[src/rtl/div16_pkg.sv]
package div16_pkg;
  localparam int unsigned DW = 16;
  localparam int unsigned NUMW = 2 * DW;

  typedef struct packed {
    logic [DW-1:0] quot;
    logic [DW-1:0] rem;
    logic          zero;
    logic          ovf;
    logic          dz;
  } div_result_t;
endpackage

[src/rtl/div16_ctrl.sv]
module div16_ctrl #(
  parameter int unsigned STEPS   = 32,
  parameter int unsigned LATENCY = 41
) (
  input  logic clk,
  input  logic rst,
  input  logic start,
  output logic busy,
  output logic load,
  output logic step_en,
  output logic finish
);
  localparam int unsigned CW = $clog2(LATENCY + 1);

  logic [CW-1:0] cnt;

  assign load    = start && !busy;
  assign step_en = busy && (cnt < CW'(STEPS));
  assign finish  = busy && (cnt == CW'(LATENCY - 1));

  always_ff @(posedge clk) begin
    if (rst) begin
      busy <= 1'b0;
      cnt  <= '0;
    end else if (load) begin
      busy <= 1'b1;
      cnt  <= '0;
    end else if (finish) begin
      busy <= 1'b0;
      cnt  <= '0;
    end else if (busy) begin
      cnt <= cnt + 1'b1;
    end
  end


  busy_hold_chk: assert property (@(posedge clk) disable iff (rst)
    (busy && !finish) |=> busy);


  finish_ends_chk: assert property (@(posedge clk) disable iff (rst)
    finish |=> !busy);
endmodule

[src/rtl/div16_datapath.sv]
module div16_datapath
  import div16_pkg::*;
(
  input  logic          clk,
  input  logic          rst,
  input  logic          load,
  input  logic          step_en,
  input  logic          frac_in,
  input  logic [DW-1:0] d_in,
  input  logic [DW-1:0] x_in,
  output logic [NUMW-1:0] quot_raw,
  output logic [DW-1:0] rem_raw,
  output logic [DW-1:0] op_d,
  output logic [DW-1:0] op_x,
  output logic          op_frac
);
  logic [NUMW-1:0] num;
  logic [DW-1:0]   prem;
  logic [DW:0]     shifted;
  logic [DW+1:0]   trial;
  logic            qbit;

  always_comb begin
    shifted = {prem, num[NUMW-1]};
    trial   = {1'b0, shifted} - {2'b00, op_x};
    qbit    = !trial[DW+1];
  end

  always_ff @(posedge clk) begin
    if (rst) begin
      num     <= '0;
      prem    <= '0;
      op_d    <= '0;
      op_x    <= '0;
      op_frac <= 1'b0;
    end else if (load) begin
      num     <= frac_in ? {d_in, {DW{1'b0}}} : {{DW{1'b0}}, d_in};
      prem    <= '0;
      op_d    <= d_in;
      op_x    <= x_in;
      op_frac <= frac_in;
    end else if (step_en) begin
      num  <= {num[NUMW-2:0], qbit};
      prem <= qbit ? trial[DW-1:0] : shifted[DW-1:0];
    end
  end

  assign quot_raw = num;
  assign rem_raw  = prem;


  op_stable_chk: assert property (@(posedge clk) disable iff (rst)
    !load |=> ($stable(op_x) && $stable(op_d) && $stable(op_frac)));
endmodule

[src/rtl/div16_result.sv]
module div16_result
  import div16_pkg::*;
(
  input  logic            clk,
  input  logic            rst,
  input  logic            finish,
  input  logic [NUMW-1:0] quot_raw,
  input  logic [DW-1:0]   rem_raw,
  input  logic [DW-1:0]   op_d,
  input  logic [DW-1:0]   op_x,
  input  logic            op_frac,
  output div_result_t     res,
  output logic            done
);
  div_result_t nxt;
  logic        is_dz;
  logic        is_ovf;

  always_comb begin
    is_dz  = (op_x == '0);
    is_ovf = op_frac && !is_dz && (op_x <= op_d);
    nxt.dz  = is_dz;
    nxt.ovf = is_ovf;
    if (is_dz || is_ovf) begin
      nxt.quot = '1;
      nxt.rem  = op_d;
    end else begin
      nxt.quot = quot_raw[DW-1:0];
      nxt.rem  = rem_raw;
    end
    nxt.zero = (nxt.quot == '0);
  end

  always_ff @(posedge clk) begin
    if (rst) begin
      res  <= '0;
      done <= 1'b0;
    end else begin
      done <= finish;
      if (finish) res <= nxt;
    end
  end


  done_pulse_chk: assert property (@(posedge clk) disable iff (rst)
    done |=> !done);


  result_hold_chk: assert property (@(posedge clk) disable iff (rst)
    !finish |=> $stable(res));


  int_no_ovf_chk: assert property (@(posedge clk) disable iff (rst)
    (done && !op_frac) |-> !res.ovf);


  dz_result_chk: assert property (@(posedge clk) disable iff (rst)
    (done && res.dz) |-> (res.quot == '1 && res.rem == op_d && !res.ovf && !res.zero));
endmodule

[src/rtl/div16_seq.sv]
module div16_seq
  import div16_pkg::*;
#(
  parameter int unsigned LATENCY = 41
) (
  input  logic          clk,
  input  logic          rst,
  input  logic          start,
  input  logic          mode_frac,
  input  logic [15:0]   dividend_d,
  input  logic [15:0]   divisor_x,
  output logic          busy,
  output logic          done,
  output logic [15:0]   quot_x,
  output logic [15:0]   rem_d,
  output logic          flag_zero,
  output logic          flag_ovf,
  output logic          flag_dz
);
  logic            load, step_en, finish, op_frac;
  logic [NUMW-1:0] quot_raw;
  logic [DW-1:0]   rem_raw, op_d, op_x;
  div_result_t     res;

  div16_ctrl #(.STEPS(NUMW), .LATENCY(LATENCY)) u_ctrl (
    .clk(clk), .rst(rst), .start(start), .busy(busy),
    .load(load), .step_en(step_en), .finish(finish)
  );

  div16_datapath u_dp (
    .clk(clk), .rst(rst), .load(load), .step_en(step_en),
    .frac_in(mode_frac), .d_in(dividend_d), .x_in(divisor_x),
    .quot_raw(quot_raw), .rem_raw(rem_raw),
    .op_d(op_d), .op_x(op_x), .op_frac(op_frac)
  );

  div16_result u_res (
    .clk(clk), .rst(rst), .finish(finish),
    .quot_raw(quot_raw), .rem_raw(rem_raw),
    .op_d(op_d), .op_x(op_x), .op_frac(op_frac),
    .res(res), .done(done)
  );

  assign quot_x    = res.quot;
  assign rem_d     = res.rem;
  assign flag_zero = res.zero;
  assign flag_ovf  = res.ovf;
  assign flag_dz   = res.dz;


  done_after_busy_chk: assert property (@(posedge clk) disable iff (rst)
    $rose(done) |-> $fell(busy));
endmodule

[config.mk]
export PLATFORM = sky130hd
export DESIGN_NAME = div16_seq
export DESIGN_NICKNAME = d
export VERILOG_FILES = /design/src/rtl/div16_pkg.sv /design/src/rtl/div16_ctrl.sv /design/src/rtl/div16_datapath.sv /design/src/rtl/div16_result.sv /design/src/rtl/div16_seq.sv
export SDC_FILE = /design/constraint.sdc
export NUM_CORES = 1
export LEC_CHECK = 0
export ABC_AREA = 1
export BUFFER_PORTS_ARGS = -buffer_cell sky130_fd_sc_hd__buf_2
export CAP_MARGIN = 20
export CORE_MARGIN = 2
export CORE_UTILIZATION = 47
export DETAILED_ROUTE_END_ITERATION = 7
export PLACE_DENSITY_LB_ADDON = 0.05
export SLEW_MARGIN = 20
export SYNTH_ARGS = -nofsm -noshare
export SYNTH_HDL_FRONTEND = slang
export SYNTH_SLANG_ARGS = --single-unit
[constraint.sdc]
create_clock -name clk -period 3.3 [get_ports clk]
set_input_delay 0.33 -clock clk [delete_from_list [all_inputs] [get_ports clk]]
set_output_delay 0.33 -clock clk [all_outputs]
set_load 0.01 [all_outputs]
==> results.toml, run 1 <==
[floorplan]
ios = 73
num_rows = 42
die_area_mm2 = 0.01473
initial_core_util_pct = 48.51
die_w_um = 121.4
die_h_um = 121.4
coreArea_mm2 = 0.01335

[routing]
drt_pass1_iterations = 5
ant_nets = 0
vias_per_cell = 5.516
dr_total_vias = 6377
drc = 0
wl_per_cell_um = 15.98
routed_wl_um = 18480
first_iter_violations = 551

[worst_setup_path]
r2r_cells = 12
critPathLaunchType = "flip-flop"
crit_arrival_ps = 2920
r2r-end = "u_res.res[11]"
reg2reg_from = "u_dp.op_d[11]"
required_ps = 3660
end_kind = "flip-flop"
cp_max_fo = 19
reg2reg_setup_slack_ps = 740
critPathKind = "flip-flop to flip-flop"

[sta]
slew_headroom_pct = 57.27
tightest_slew_ps = 638.7
hold_violations = 0
finClkSkew_ps = 5.767
slew_violations = 0
worst_slack_ps = 738.4
final.period_utilization_pct = 77.62
whs_ps = 158.5
finalCriticalPeriod_ps = 2562
setup_viol = 0
rsz0062_at_grt = "no"
final.setup.tns_ps = 0
clock.fmax_ghz = 0.3904

[finish]
num_antenna_cells = 0
final_cell_mix = "nand2_1 (191), dfxtp_1 (124), a21oi_1 (109)"
drive_above_1_share_pct = 15.10
nNetsFinal = 1040
fin_util_pct = 56.01
mostFrequentLayoutCell = "nand2_1"
fin_area_mm2 = 0.007476
finalNonFillerCells = 1156
syn2layout_area_growth_pct = 15.46

[clock_network]
cts_setup_buffers = 0
clockRootBuffer = "clkbuf_16"
cts.sinks = 124
cts_buffer_depth = 2
cts.htree.levels = 4
cts_tree = "done"
clk_pin_slew_worst_paths_ps = 50
hold_buffers = 0
clock_latency_ps = 420
numCtsBuffers = 17
cts-resized-gates = 0

[power_and_ir_drop]
p_total_mw = 4.500
ir_drop_mv = 0.3916
leakage_nw = 3.476
power.density_mw_per_mm2 = 601.9

[synthesis]
postSynthCellCount = 919
syn-cell-area_mm2 = 0.006475
synth_area_per_cell_um2 = 7.046
yosys_register_bits = 124
yosysUniqueCellTypes = 36
ys.warnings.count = 0
syn_nets = 990
seq_area_frac_synth_pct = 38.34

[worst_hold_path]
hp-start = "start"
holdPathStages = 3
hp-class = "input port to flip-flop"
hold_end = "u_ctrl.busy"

[global_route]
grt_usage_pct = 25.85
grt_pass1_wl_um = 29900
grt_max_degree = 49
antenna_found_initial = 0
grt_pass1_vias = 6079
grt-ovfl-total = 0

[placed_design]
dp_cells = 1126
dp_hpwl_um = 13660
dp_slack_ps = 795.4
port_buffers = 72
placed_cell_area_mm2 = 0.006894
routabilityCongestion = 0.9511

[outcome]
status = "finished clean"

[job]
drv_cap = 0
[area by class of cell]
type | instances | area, µm²
clock buffers | 22 | 464.2
well taps | 176 | 220.2
repair buffers | 80 | 420.4
fillers | 1326 | 5872
clock inverters | 8 | 117.6
inverters | 104 | 390.4
multi-input cells | 642 | 3381
flip-flops and latches | 124 | 2482
[per-layer routing]
layer	vias up	part of all wire (%)	global-route usage, %
li1	3165	-	-
met1	3015	49	35.31
met2	171	45	41.40
met3	26	4.6	5.263
met4	0	1.5	7.328
met5	-	0	0
[cells in the mapped netlist, drive strengths merged]
master / count / area share [%]
a21o: 1 / 0.12
buf: 22 / 1.9
o21ai: 94 / 7.3
clkbuf: 27 / 1.6
xnor2: 7 / 0.95
nor2: 57 / 3.7
and2: 1 / 0.097
clkinv: 1 / 0.058
nor3: 6 / 0.46
o21bai: 2 / 0.23
xor2: 2 / 0.27
ha: 34 / 6.6
o211ai: 4 / 0.77
nor4: 1 / 0.097
nand4: 18 / 2.0
nand2: 195 / 11
o22ai: 16 / 1.5
inv: 103 / 6.0
a21oi: 114 / 9.1
fa: 1 / 0.31
nand3: 81 / 6.5
a31oi: 5 / 0.48
nand3b: 3 / 0.35
dfxtp: 124 / 38
[worst max path at each step]
| stage | start | end | slack [ps] | cells after the start |
|---|---|---|---|---|
| CTS | u_dp.op_d[11] | u_res.res[11] | 780 | 12 |
| global route | u_dp.op_d[15] | u_res.res[11] | 450 | 12 |
| finish | u_dp.op_d[11] | u_res.res[11] | 740 | 12 |
| global placement | u_dp.op_d[15] | u_res.res[14] | 840 | 11 |
| floorplan | u_dp.quot_raw[31] | u_dp.rem_raw[14] | 1480 | 12 |
| detailed placement | u_dp.op_d[11] | u_res.res[14] | 800 | 12 |
[worst max-delay path, cell delays in order (launching register included)]
cell and delay (ps):
dfxtp_1 310, inv_1 70, ha_1 340, nand4_1 90, nor3_1 270, nand2_1 100
nand2_1 70, nand2_1 50, nand2_1 410, nand2_2 390, nand2_1 180, nand3_1 130
nand2_1 80
[cells by family (layout without fill, tap and decap cells)]
| kind of cell | Yosys count | after routing | share of synthesized area (%) |
|---|---|---|---|
| AO/OA/AOI/OAI | 236 | 236 | 19.52 |
| XOR/XNOR | 9 | 9 | 1.217 |
| adder cells (fa/ha/maj) | 35 | 35 | 6.879 |
| buffers and inverters | 153 | 214 | 9.488 |
| flip-flops | 124 | 124 | 38.34 |
| AND/OR/NAND/NOR | 362 | 362 | 24.56 |
[flip-flops by register name, summed over array words and instances (netlist names)]
name           flops
u_res.res         35
u_dp.quot_raw     32
u_dp.op_d         16
u_dp.op_x         16
u_dp.rem_raw      16
u_ctrl.cnt         6
u_ctrl.busy        1
u_dp.op_frac       1
u_res.done         1
[where the power goes]
part / total (mW) / leakage, nW / internal, mW / switching, mW
combinational: 1.01 / 2.18 / 0.340 / 0.665
clock: 1.85 / 0.286 / 1.21 / 0.639
sequential: 1.64 / 1.01 / 1.58 / 0.0624
Note: power is estimated with default switching activity, not from simulation.
==> inputs of run 2 (changes only) <==
--- a/config.mk
+++ b/config.mk
@@ -5,7 +5,7 @@
 export SDC_FILE = /design/constraint.sdc
 export NUM_CORES = 1
 export LEC_CHECK = 0
-export ABC_AREA = 1
+export ABC_AREA = 0
 export BUFFER_PORTS_ARGS = -buffer_cell sky130_fd_sc_hd__buf_2
 export CAP_MARGIN = 20
 export CORE_MARGIN = 2
==> constraint.sdc (replaced) <==
create_clock -name clk -period 2.2 [get_ports clk]
set_input_delay 0.22 -clock clk [delete_from_list [all_inputs] [get_ports clk]]
set_output_delay 0.22 -clock clk [all_outputs]
set_load 0.01 [all_outputs]
==> results.toml, run 2 <==
[outcome]
status = "complete, but fails checks"
violations = "setup timing"

[power_and_ir_drop]
ir_drop_mv = 0.5698
sequentialPowerShare_pct = 33.4
p_total_mw = 7.401
p_sw_share_pct = 31.10
pwr-share-comb_pct = 29.8
power.internal_mw = 5.100
switchingPower_mw = 2.302
leakage_nw = 3.604
clkPwrFrac_pct = 36.8
power.density_mw_per_mm2 = 821.3

[synthesis]
synth_common_cells = "nand2_1 (137), dfxtp_1 (124), a21oi_1 (89), nor2_1 (72), clkbuf_1 (46)"
syn-cell-area_mm2 = 0.006351
seq_area_frac_synth_pct = 39.09
synthTopCellsByArea = "dfxtp_1 (39%), nand2_1 (8.1%), a21oi_1 (7.0%), ha_1 (6.7%), nor2_1 (4.3%)"
yosysUniqueCellTypes = 52
synth_area_per_cell_um2 = 8.019
synth-async-reset-ratio_pct = 0
postSynthCellCount = 792
syn_nets = 863
synth_top_area_share_pct = 39.09
yosysMostFrequentCell = "nand2_1"
synth_edf_count = 0
ys.warnings.count = 0
yosysTopAreaCell = "dfxtp_1"
yosys_register_bits = 124
ys.flop_type = "dfxtp_1"

[routing]
vias_per_cell = 5.709
drc = 0
routed_wl_um = 20850
first_iter_violations = 662
ant_nets = 0
dr_total_vias = 6502
drt_pass1_iterations = 5
wl_per_cell_um = 18.31

[clock_network]
cts.sinks = 124
cts_tree = "done"
numCtsBuffers = 17
clk_pin_slew_worst_paths_ps = 60
cts_buffer_depth = 2
cts.htree.levels = 4
clock_latency_ps = 420
clockRootBuffer = "clkbuf_16"

[sta]
slew_headroom_pct = 66.47
finClkSkew_ps = 7.549
hold_violations = 0
whs_ps = 27.63
final.setup.tns_ps = -6175
final.period_utilization_pct = 110.2
finalCriticalPeriod_ps = 2425
worst_slack_ps = -225.0
slew_violations = 0
setup_viol = 47
clock.fmax_ghz = 0.4124
rsz0062_at_grt = "yes"
tightest_slew_ps = 503.0

[finish]
fillers = 1075
final_cell_mix = "nand2_1 (136), buf_4 (100), dfxtp_1 (97)"
num_antenna_cells = 0
drive_above_1_share_pct = 36.86
seqCellArea_mm2 = 0.002529
mostFrequentLayoutCell = "nand2_1"
largest_reg_flops = 35
nNetsFinal = 1021
multi_input_area_mm2 = 0.004041
regMostFlops = "u_res.res"
syn2layout_area_growth_pct = 41.90

[placed_design]
port_buffers = 72
routabilityCongestion = 0.8873
dp_slack_ps = -237.1
dp_hpwl_um = 14140

[global_route]
grt-ovfl-total = 0
antenna_found_initial = 0
grt_max_degree = 104
grt_pass1_vias = 6159
grt_usage_pct = 29.49
grt_pass1_wl_um = 32930

[worst_hold_path]
hp-class = "input port to flip-flop"
hp-start = "divisor_x[12]"

[floorplan]
num_rows = 42
coreArea_mm2 = 0.01324
initial_core_util_pct = 47.96
die_h_um = 120.2
ios = 73
die_area_mm2 = 0.01446
die_w_um = 120.2

[worst_setup_path]
critPathLaunchType = "flip-flop"
crit_arrival_ps = 2720
critPathKind = "flip-flop to flip-flop"
cp_max_fo = 6
crit_path_start = "u_dp.op_d[14]"
end_kind = "flip-flop"
reg2reg_from = "u_dp.op_d[14]"
required_ps = 2490

[job]
drv_cap = 0
==> run 2: changes by cell type in the layout (fill, tap and decap cells not counted), sizes merged, moves of 15 or more <==
cell	delta
buf	+108
nand3	-73
o21ai	-69
inv	-62
nand2	-58
nor3	+34
mux2i	+26
a21oi	-25
a311oi	+23
a211oi	+20
o22ai	-16
nor2	+15
nor4	+15
==> run 2: final cells by class <==
cell class | count | area share, %
inverters | 39 | 1.680
well taps | 176 | 2.443
repair buffers | 192 | 16.65
flip-flops and latches | 124 | 28.06
clock buffers | 19 | 5.026
clock inverters | 13 | 1.305
multi-input cells | 576 | 44.84
==> run 2: kinds of logic (layout without fill, tap and decap cells) <==
group           Yosys count  count (layout)  synth area share [%]
xor+xnor                 15              15                 2.069
mux                      26              26                 4.098
simple gates            305             305                 21.32
flops                   124             124                 39.09
compound gates          195             195                 20.47
fa+ha+maj                35              35                 7.013
buf+inv                  92             263                 5.950
==> run 2: worst max-delay path: stages (launching register included) <==
cell and delay [ps]:
dfxtp_2 340, inv_2 50, ha_4 260, and3_4 180, nand4_1 160, or4_4 550
nand3_4 150, buf_12 130, buf_12 140, mux2i_4 230, a211oi_2 80
==> run 2: layer usage <==
metal,up-vias,share of wire (%),GRT usage [%]
met2,252,44,43.54
met1,3102,46,42.37
met4,0,2.6,10.61
met5,-,0,0
met3,39,7.5,6.509
li1,3109,-,-
==> run 2: per-stage QoR <==
step / instance area [µm²] / cells / utilization, %
2_1_floorplan: 6362 / 792 / -
3_3_place_gp: 7589 / 1092 / 57.30
3_5_place_dp: 7589 / 1092 / 57.30
4_1_cts: 8812 / 1137 / 66.54
5_1_grt: 9012 / 1139 / 68.06
6_report: 9012 / 1139 / 68.06
==> run 2: power groups by stage <==
stage | clock [mW] | combinational, mW | sequential, mW
floorplan | 0 | 1.01 | 2.48
CTS | 2.73 | 2.07 | 2.46
global placement | 0 | 1.58 | 2.50
global route | 2.86 | 2.35 | 2.48
detailed placement | 0 | 1.61 | 2.50
finish | 2.73 | 2.20 | 2.47
==> run 2: timing repair <==
item | 4_1_cts | 5_1_grt
pin swaps | 66 | 19
hold buffers | 0 | 0
gates cloned | 5 | 1
endpoints found under the setup margin | 49 | 51
buffers inserted | 8 | 1
resized for setup | 109 | 41
==> run 2: final timing paths <==
| check | cells past startpoint | slack (ps) | to |
|---|---|---|---|
| worst min-delay path | 3 | 30 | u_dp.op_x[12] |
| worst min register to register | 2 | 460 | u_res.res[1] |
| worst max-delay path | 10 | -230 | u_res.res[4] |
| worst max register to register | 10 | -230 | u_res.res[4] |
==> inputs of run 3 (changes only) <==
--- a/config.mk
+++ b/config.mk
@@ -8,7 +8,6 @@
 export ABC_AREA = 0
 export BUFFER_PORTS_ARGS = -buffer_cell sky130_fd_sc_hd__buf_2
 export CAP_MARGIN = 20
-export CORE_MARGIN = 2
 export CORE_UTILIZATION = 47
 export DETAILED_ROUTE_END_ITERATION = 7
 export PLACE_DENSITY_LB_ADDON = 0.05
==> results.toml, run 3 (synthesis gave the netlist of run 2 again) <==
[clock_network]
numCtsBuffers = 17
clockRootBuffer = "clkbuf_16"
cts_buffer_depth = 2
cts.htree.levels = 4
clk_pin_slew_worst_paths_ps = 60
cts_tree = "done"
clock_latency_ps = 430
cts.sinks = 124

[worst_setup_path]
required_ps = 2490
crit_arrival_ps = 2650
critical-path-max-stage-delay_ps = 540
r2r_cells = 9
cp.depth = 9
critPathLaunchType = "flip-flop"
critPathKind = "flip-flop to flip-flop"
cp_slowest_cell = "or4_4"
end_kind = "flip-flop"
cp.buffers_inverters = 2
cp_top_family = "simple AND/OR/NAND/NOR gates"
cp_max_fo = 7
worstPathCellList = "buf_6, ha_4, and3_4, nand4_1, or4_4, nand3_4, buf_4, mux2i_2, a211oi_1"

[sta]
finClkSkew_ps = 16.75
slew_violations = 0
tightest_slew_ps = 465.8
finalCriticalPeriod_ps = 2360
final.period_utilization_pct = 107.3
worst_slack_ps = -159.7
setup_viol = 39
whs_ps = 14.94
clock.fmax_ghz = 0.4238
slew_headroom_pct = 68.95
rsz0062_at_grt = "yes"
hold_violations = 0
final.setup.tns_ps = -3253

[routing]
drt_pass1_iterations = 5
ant_nets = 0
drc = 0
vias_per_cell = 5.626
top_layer = "met4"
wl_per_cell_um = 18.01
dr_total_vias = 6442
wl_met2_um = 9232
dr_wl_met3_um = 1329
first_iter_violations = 496
wl_met1_um = 9622
routed_wl_um = 20620

[worst_hold_path]
holdPathStages = 3
hp-class = "input port to flip-flop"

[global_route]
antenna_found_initial = 0
grt_usage_pct = 30.06
grt-ovfl-total = 0
grt_max_degree = 79
grt_pass1_wl_um = 32330
grt_pass1_vias = 6163

[floorplan]
initial_core_util_pct = 48.15
die_w_um = 118.2
ios = 73
coreArea_mm2 = 0.01319
die_h_um = 118.2
num_rows = 42
die_area_mm2 = 0.01398

[power_and_ir_drop]
leakage_nw = 3.610
power.density_mw_per_mm2 = 802.1
ir_drop_mv = 0.6483

[placed_design]
routabilityCongestion = 0.8456
port_buffers = 72
dp_hpwl_um = 14750
dp_slack_ps = -289.3

[finish]
nNetsFinal = 1028
drive_above_1_share_pct = 38.49
final_cell_mix = "nand2_1 (136), buf_4 (112), dfxtp_1 (98)"
mostFrequentLayoutCell = "nand2_1"
largest_reg_flops = 35
syn2layout_area_growth_pct = 43.32
num_antenna_cells = 0
fin_util_pct = 69.01
regMostFlops = "u_res.res"

[job]
drv_cap = 0

[outcome]
violations = "setup timing"
status = "complete, but fails checks"
==> run 3: cell count changes in the layout (fill, tap and decap cells not counted), sizes merged <==
cell      previous run  this run
clkbuf              23        24
clkinvlp             5         2
inv                 41        39
clkinv               5         4
buf                188       199
==> run 3: cell type report <==
type	instances	area (µm²)
tap	176	220.2
inverter	39	148.9
clock inverter	7	65.06
fill	1043	4088
timing repair buffer	199	1450
multi-input combinational	576	4199
clock buffer	24	481.7
sequential	124	2537
==> run 3: per-layer routing <==
metal | global-route usage, % | vias up
met2 | 45.92 | 197
met1 | 41.47 | 3082
met5 | 0 | -
met4 | 11.14 | 0
li1 | - | 3130
met3 | 6.515 | 33
==> run 3: worst reg2reg max path: stages, from the launching register on <==
cell and delay (ps):
dfxtp_2 330, buf_6 110, ha_4 250, and3_4 170
nand4_1 140, or4_4 540, nand3_4 170, buf_4 160
mux2i_2 240, a211oi_1 100
==> run 3: power by group <==
group	switching (mW)	total, mW	internal (mW)	leakage [nW]
Clock	0.982	2.61	1.62	0.266
Sequential	0.122	2.48	2.36	1.03
Combinational	1.09	2.21	1.13	2.32
==> run 3: final timing paths <==
| kind | start | endpoint | slack, ps |
|---|---|---|---|
| max | u_dp.op_x[14] | u_res.res[18] | -160 |
| min | divisor_x[13] | u_dp.op_x[13] | 10 |
| max reg2reg | u_dp.op_x[14] | u_res.res[18] | -160 |
| min reg2reg | u_res.res[1] | u_res.res[1] | 470 |
==> run 3: stage by stage <==
step / cells / instance area [µm²] / power [mW]
finish: 1145 / 9102 / 7.301
global route: 1145 / 9102 / 7.598
CTS: 1143 / 8837 / 7.149
detailed placement: 1101 / 7644 / 4.205
global placement: 1101 / 7644 / 4.168
floorplan: 792 / 6362 / 3.490
==> run 3: what timing repair did <==
action / in CTS / in global routing
resized for setup: 118 / 55
setup endpoints to repair: 50 / 50
endpoints found under the hold margin: 0 / 0
setup buffers: 10 / 4
hold buffers: 0 / 0
pin swaps: 58 / 39
cloned: 1 / 0
